### src/rtl/lcdfp_pkg.sv
package lcdfp_pkg;
    localparam int COM_W = 3;   // width of common index / duty setting
    localparam int SET_W = 3;   // width of dead-time and pulse settings

    typedef struct packed {
        logic [COM_W-1:0] duty;
        logic [SET_W-1:0] dead;
        logic [SET_W-1:0] pon;
        logic             hd;
    } lcdfp_cfg_t;

    typedef struct packed {
        logic [COM_W-1:0] duty;
        logic [SET_W-1:0] pon;
    } lcdfp_act_t;
endpackage

### src/rtl/lcdfp_cfg.sv
module lcdfp_cfg
    import lcdfp_pkg::*;
(
    input  logic             clk,
    input  logic             rst_n,
    input  logic             wr,
    input  logic             load,
    input  lcdfp_cfg_t       wr_cfg,
    output lcdfp_act_t       act,
    output logic [SET_W-1:0] pend_dead,
    output logic             synced,
    output logic             err
);
    typedef struct packed {
        lcdfp_cfg_t pend;
        lcdfp_act_t act;
        logic       synced;
    } st_t;

    st_t q, d;

    always_comb begin
        d = q;
        if (load) begin
            d.act.duty = q.pend.duty;
            d.act.pon  = q.pend.pon;
            d.synced   = 1'b1;
        end
        if (wr) begin
            d.pend   = wr_cfg;
            d.synced = 1'b0;
        end
    end

    always_ff @(posedge clk) begin
        if (!rst_n) q <= '0;
        else        q <= d;
    end

    assign act       = q.act;
    assign pend_dead = q.pend.dead;
    assign synced    = q.synced;
    // high-drive demands a pulse of exactly one tick
    assign err       = q.pend.hd && (q.pend.pon != SET_W'(1));


    sync_drop_chk: assert property (@(posedge clk) disable iff (!rst_n)
        wr |=> !synced);
endmodule

### src/rtl/lcdfp_core.sv
module lcdfp_core
    import lcdfp_pkg::*;
#(
    parameter int PHASE_TICKS = 8
) (
    input  logic             clk,
    input  logic             rst_n,
    input  logic             ps_tick,
    input  logic             enable,
    input  lcdfp_act_t       act,
    input  logic [SET_W-1:0] pend_dead,
    output logic             load,
    output logic [COM_W-1:0] com,
    output logic             odd,
    output logic             sof,
    output logic             run,
    output logic             pulse_on
);
    localparam int TW = (PHASE_TICKS > 1) ? $clog2(PHASE_TICKS) : 1;
    localparam logic [TW-1:0] T_LAST = TW'(PHASE_TICKS - 1);

    typedef struct packed {
        logic             run;
        logic             dead;
        logic             odd;
        logic             sof;
        logic [COM_W-1:0] com;
        logic [SET_W-1:0] dleft;
        logic [TW-1:0]    tick;
    } st_t;

    st_t q, d;
    logic phase_end;

    always_comb begin
        d         = q;
        d.sof     = 1'b0;
        load      = 1'b0;
        phase_end = ps_tick && (q.tick == T_LAST);
        if (!q.run) begin
            // idle: settings flow through, wait for enable
            load   = 1'b1;
            d.com  = '0;
            d.odd  = 1'b0;
            d.dead = 1'b0;
            d.tick = '0;
            if (enable) begin
                d.run = 1'b1;
                d.sof = 1'b1;
            end
        end else if (ps_tick) begin
            d.tick = phase_end ? '0 : q.tick + 1'b1;
            if (phase_end) begin
                if (q.dead) begin
                    // count down idle phases, then open a new pair
                    if (q.dleft == SET_W'(1)) begin
                        d.dead = 1'b0;
                        d.sof  = 1'b1;
                    end else begin
                        d.dleft = q.dleft - 1'b1;
                    end
                end else if (q.com == act.duty) begin
                    // last common of the frame
                    d.com = '0;
                    if (!enable) begin
                        // stop only at a frame boundary
                        d.run = 1'b0;
                        d.odd = 1'b0;
                    end else if (!q.odd) begin
                        d.odd = 1'b1;
                        d.sof = 1'b1;
                    end else begin
                        // pair boundary takes in the pending setting
                        load  = 1'b1;
                        d.odd = 1'b0;
                        if (pend_dead != '0) begin
                            d.dead  = 1'b1;
                            d.dleft = pend_dead;
                        end else begin
                            d.sof = 1'b1;
                        end
                    end
                end else begin
                    d.com = q.com + 1'b1;
                end
            end
        end
    end

    always_ff @(posedge clk) begin
        if (!rst_n) q <= '0;
        else        q <= d;
    end

    assign com      = q.com;
    assign odd      = q.odd;
    assign sof      = q.sof;
    assign run      = q.run;
    // window opens at tick 0 of every active phase
    assign pulse_on = q.run && !q.dead && (32'(q.tick) < 32'(act.pon));


    com_in_range_chk: assert property (@(posedge clk) disable iff (!rst_n)
        (q.run && !q.dead) |-> (q.com <= act.duty));

    sof_at_origin_chk: assert property (@(posedge clk) disable iff (!rst_n)
        q.sof |-> (q.com == '0 && q.tick == '0 && !q.dead));

    dead_quiet_chk: assert property (@(posedge clk) disable iff (!rst_n)
        q.dead |-> (q.com == '0 && !q.odd && !pulse_on));

    stop_needs_disable_chk: assert property (@(posedge clk) disable iff (!rst_n)
        $fell(q.run) |-> !$past(enable));
endmodule

### src/rtl/lcdfp_sof.sv
module lcdfp_sof (
    input  logic clk,
    input  logic rst_n,
    input  logic set,
    input  logic clr,
    input  logic ie,
    output logic flag,
    output logic irq
);
    typedef struct packed {
        logic flag;
    } st_t;

    st_t q, d;

    always_comb begin
        d = q;
        if (clr) d.flag = 1'b0;
        if (set) d.flag = 1'b1;   // set wins over clear
    end

    always_ff @(posedge clk) begin
        if (!rst_n) q <= '0;
        else        q <= d;
    end

    assign flag = q.flag;
    assign irq  = q.flag && ie;


    sof_sets_flag_chk: assert property (@(posedge clk) disable iff (!rst_n)
        set |=> flag);
endmodule

### src/rtl/lcdfp_sequencer.sv
module lcdfp_sequencer
    import lcdfp_pkg::*;
#(
    parameter int PHASE_TICKS = 8
) (
    input  logic             clk,
    input  logic             rst_n,
    input  logic             ps_tick,
    input  logic             enable,
    input  logic             cfg_wr,
    input  logic [COM_W-1:0] cfg_duty,
    input  logic [SET_W-1:0] cfg_dead,
    input  logic [SET_W-1:0] cfg_pulse,
    input  logic             cfg_hdrive,
    input  logic             sof_clr,
    input  logic             sof_ie,
    output logic [COM_W-1:0] com_idx,
    output logic             odd_frame,
    output logic             pulse_on,
    output logic             sof_pulse,
    output logic             sof_flag,
    output logic             sof_irq,
    output logic             enabled,
    output logic             cfg_synced,
    output logic             cfg_err
);
    lcdfp_cfg_t       wr_cfg;
    lcdfp_act_t       act;
    logic [SET_W-1:0] pend_dead;
    logic             load;

    assign wr_cfg = '{duty: cfg_duty, dead: cfg_dead, pon: cfg_pulse, hd: cfg_hdrive};

    lcdfp_cfg u_cfg (
        .clk       (clk),
        .rst_n     (rst_n),
        .wr        (cfg_wr),
        .load      (load),
        .wr_cfg    (wr_cfg),
        .act       (act),
        .pend_dead (pend_dead),
        .synced    (cfg_synced),
        .err       (cfg_err)
    );

    lcdfp_core #(.PHASE_TICKS(PHASE_TICKS)) u_core (
        .clk       (clk),
        .rst_n     (rst_n),
        .ps_tick   (ps_tick),
        .enable    (enable),
        .act       (act),
        .pend_dead (pend_dead),
        .load      (load),
        .com       (com_idx),
        .odd       (odd_frame),
        .sof       (sof_pulse),
        .run       (enabled),
        .pulse_on  (pulse_on)
    );

    lcdfp_sof u_sof (
        .clk   (clk),
        .rst_n (rst_n),
        .set   (sof_pulse),
        .clr   (sof_clr),
        .ie    (sof_ie),
        .flag  (sof_flag),
        .irq   (sof_irq)
    );
endmodule

### config.mk
export PLATFORM = sky130hd
export DESIGN_NAME = lcdfp_sequencer
export DESIGN_NICKNAME = d
export VERILOG_FILES = /design/src/rtl/lcdfp_pkg.sv /design/src/rtl/lcdfp_cfg.sv /design/src/rtl/lcdfp_core.sv /design/src/rtl/lcdfp_sof.sv /design/src/rtl/lcdfp_sequencer.sv
export SDC_FILE = /design/constraint.sdc
export NUM_CORES = 1
export LEC_CHECK = 0
export ABC_AREA = 1
export BUFFER_PORTS_ARGS = -buffer_cell sky130_fd_sc_hd__buf_2
export CAP_MARGIN = 5
export CORE_MARGIN = 2
export CORE_UTILIZATION = 25
export DETAILED_ROUTE_END_ITERATION = 7
export PLACE_DENSITY_LB_ADDON = 0.08
export SLEW_MARGIN = 20
export SYNTH_ARGS = -nofsm -noshare
export SYNTH_HDL_FRONTEND = slang
export SYNTH_SLANG_ARGS = --single-unit
### constraint.sdc
create_clock -name clk -period 1.7 [get_ports clk]
set_input_delay 0.17 -clock clk [delete_from_list [all_inputs] [get_ports clk]]
set_output_delay 0.17 -clock clk [all_outputs]
set_load 0.02 [all_outputs]
==> results by group <==
Status
  – Status: completed

Logic synthesis
  – Mapped cell area: 1580 µm²
  – Fraction of the yosys area taken by sequential cells: 39.2%
  – Top-area cell type share of the netlist area: 39.2%
  – Synth Area in Compound Gates: 14.3%
  – Largest family of logic cells by synthesized area: simple AND/OR/NAND/NOR gates
  – FF+latch count, synth: 31
  – Post-synth net total: 233
  – YS warnings: 0
  – Synth unique cells: 32
  – Avg Inst Size Synth: 7.57 µm²
  – Area leader, netlist: dfxtp_1
  – Post-synthesis simple-gate area fraction: 29.3%
  – Mapped Cells: 209
  – Xor and xnor area share after synthesis: 1.58%
  – EDFF count, synth: 0
  – Async set-reset flop share out of synthesis: 0%
  – Mux contribution to synthesized area: 0%
  – Main synth FF type: dfxtp_1
  – Post-Synth Adder-Cell Area: 5.53%
  – Synth area leaders: dfxtp_1 (39%), nand2_1 (7.8%), nor2_1 (6.6%), inv_1 (5.7%), ha_1 (5.5%)

Place
  – Cell area after placement: 1790 µm²
  – Placed cell count: 307
  – Routability Congestion: 0.718
  – DPL Wire Length: 2.73 mm
  – Setup WS pre-CTS: 99.1 ps
  – Port bufs: 27

Floorplanning
  – Die width: 83.6 µm
  – Initial Util: 26.3%
  – Vert. Die Dim: 83.6 µm
  – # IOs: 28
  – Rows: 28
  – Core area: 6030 µm²
  – Die area: 6980 µm²

Critical path
  – Slowest cell on crit path: dfxtp_1
  – Crit path capture type: primary output
  – CP Launch Type: flip-flop
  – Worst-path cell chain: ha_4 > a21oi_2 > nand2_1 > nor3_2 > buf_4
  – Top delay family on crit path: flip-flops
  – Flop2flop setup slack: 140 ps
  – CP max stage delay: 420 ps
  – CP arrival: 1440 ps
  – WP buf/inv: 1
  – Max Fanout on Critical Path: 3
  – Critical Setup Path Class: reg2out
  – Req. time, crit path: 1530 ps

Layout
  – Antenna diodes: 0
  – Most frequent cells in the layout: nand2_1 (33), dfxtp_1 (31), nor2_1 (28)
  – Layout Cells excl Fill: 315
  – # fillers: 675
  – Layout Nets: 263
  – Layout cells sized above 1: 27.9%
  – Syn-to-layout area delta: 22.2%
  – Most common cell after layout, fill and taps aside: nand2_1
  – Post-layout instance area: 1930 µm²

Power and ir drop
  – Internal: 1320 µW
  – VDD IR max: 0.000309 V
  – PD cells: 917 nW/µm²
  – Sw Ratio: 25.6%
  – Psw: 455 µW
  – Sequential share of power: 44.1%
  – Leakage power: 0.000859 µW
  – Comb pwr share: 12.3%
  – Clock Power Share: 43.6%

Timing
  – Rel. slew slack: 76.5%
  – Final period util: 94.9%
  – Final setup viols: 0
  – Minimum hold slack: 101 ps
  – Worst slew pin tran: 352 ps
  – RSZ-0062 raised after global routing: no
  – Maximum achievable frequency: 0.620 GHz
  – Setup ws final: 86.8 ps
  – Setup TNS after final layout: 0 ps
  – Final Hold Viols: 0
  – Max Clock Skew: 9.93 ps
  – Final worst path period need: 1610 ps
  – Slew Viols, Final: 0

Global routing
  – Vias in the first global route: 1373
  – Total global-route track usage: 11.3%
  – Largest net degree at the start of global routing: 14
  – Initial antenna violation count: 0
  – Grt total ovfl: 0
  – First-pass GRT wire length: 6.35 mm

Routing
  – Total vias in the final route: 1329
  – Number of vias per cell: 4.22
  – Final WL: 3.62 mm
  – Residual DRC: 0
  – Routed WL per cell: 11.5 µm
  – TritonRoute pass-1 iters: 4
  – Final ANT Viol Nets: 0
  – DRT iter0 DRCs: 61

Clocking
  – Clk buf depth: 2
  – CTS Hold Buffers Added: 0
  – Worst-path clk slew: 80 ps
  – Setup Fix Bufs, Post-CTS: 0
  – Clock Sinks: 31
  – CTS tree: built
  – H-tree levels: 2
  – CTS Buf Count: 5
  – Clock latency on the worst-skew pair: 290 ps
  – Root buffer cell: clkbuf_8

Worst hold path
  – Hold Crit Class: in2reg

Run
  – Max-cap violation count: 0
==> synth_stat cells (2+ instances only) <==
master     n
a21oi_1   15
a21oi_2    2
buf_4      3
clkbuf_1   2
dfxtp_1   31
ha_1       7
inv_1     24
inv_2      2
inv_4      2
nand2_1   33
nand2_2    2
nand2_4    3
nand3_1   11
nand3b_1   3
nor2_1    28
nor2_2     9
nor3_1     2
o21ai_0   16
==> power by group through the flow <==
stage	combinational, µW	sequential (µW)	clock, µW
detailed placement	214	800	0
global route	246	789	834
CTS	219	784	799
finish	218	783	774
global placement	216	801	0
floorplan	138	803	0
==> state kept, by name, summed over array words and instances (netlist names), 3 cells and up <==
name             cells
u_core.q             7
u_core.com           3
u_cfg.pend_dead      3
u_cfg.act            6
u_cfg.q              7
==> worst paths after layout <==
| check | start | end | depth (start not counted) |
|---|---|---|---|
| min reg2reg | u_core.sof | u_sof.flag | 2 |
| max | u_core.q[2] | pulse_on | 5 |
| min | cfg_duty[1] | u_cfg.q[15] | 3 |
| max reg2reg | u_core.q[0] | u_cfg.act[3] | 9 |
==> final cells by class <==
class	count	area (µm²)	area share, %
Tap cell	75	93.8	4.85
Sequential cell	31	621	32.1
Inverter	28	110	5.69
Clock inverter	2	35.0	1.81
Clock buffer	6	82.6	4.27
Timing Repair Buffer	30	160	8.28
Multi-Input combinational cell	143	832	43.0
==> stage by stage <==
| step | util [%] | total power [µW] |
|---|---|---|
| finish | 32.1 | 1770 |
| floorplan | - | 941 |
| CTS | 31.7 | 1800 |
| global route | 32.1 | 1870 |
| detailed placement | 29.6 | 1010 |
| global placement | 29.6 | 1020 |
==> worst register-to-register path: cells and delay by family, from the launching register on <==
family,cells,cell delay (ps)
buffers and inverters,1,60
DFF,1,380
adders and majority gates,2,380
and+or+nand+nor,6,650
==> logic make-up (layout without fill, tap and decap cells) <==
kind of cell / count (synthesis) / after routing
simple gates: 95 / 95
compound gates: 39 / 39
buf+inv: 35 / 66
flops: 31 / 31
fa+ha+maj: 7 / 7
xor+xnor: 2 / 2
==> metal layers <==
metal	GRT usage (%)	vias to the layer above	share of wire [%]
met4	4.40	0	1.8
met1	15.0	566	52
met3	3.96	7	5.1
met5	0	-	0
met2	16.8	32	41
li1	-	724	-
==> what timing repair did <==
action / in CTS / in global routing
pin swaps: 0 / 1
cloned: 0 / 0
setup endpoints to repair: 1 / 2
gates resized for setup: 2 / 4
Note: power is estimated with default switching activity, not from simulation.
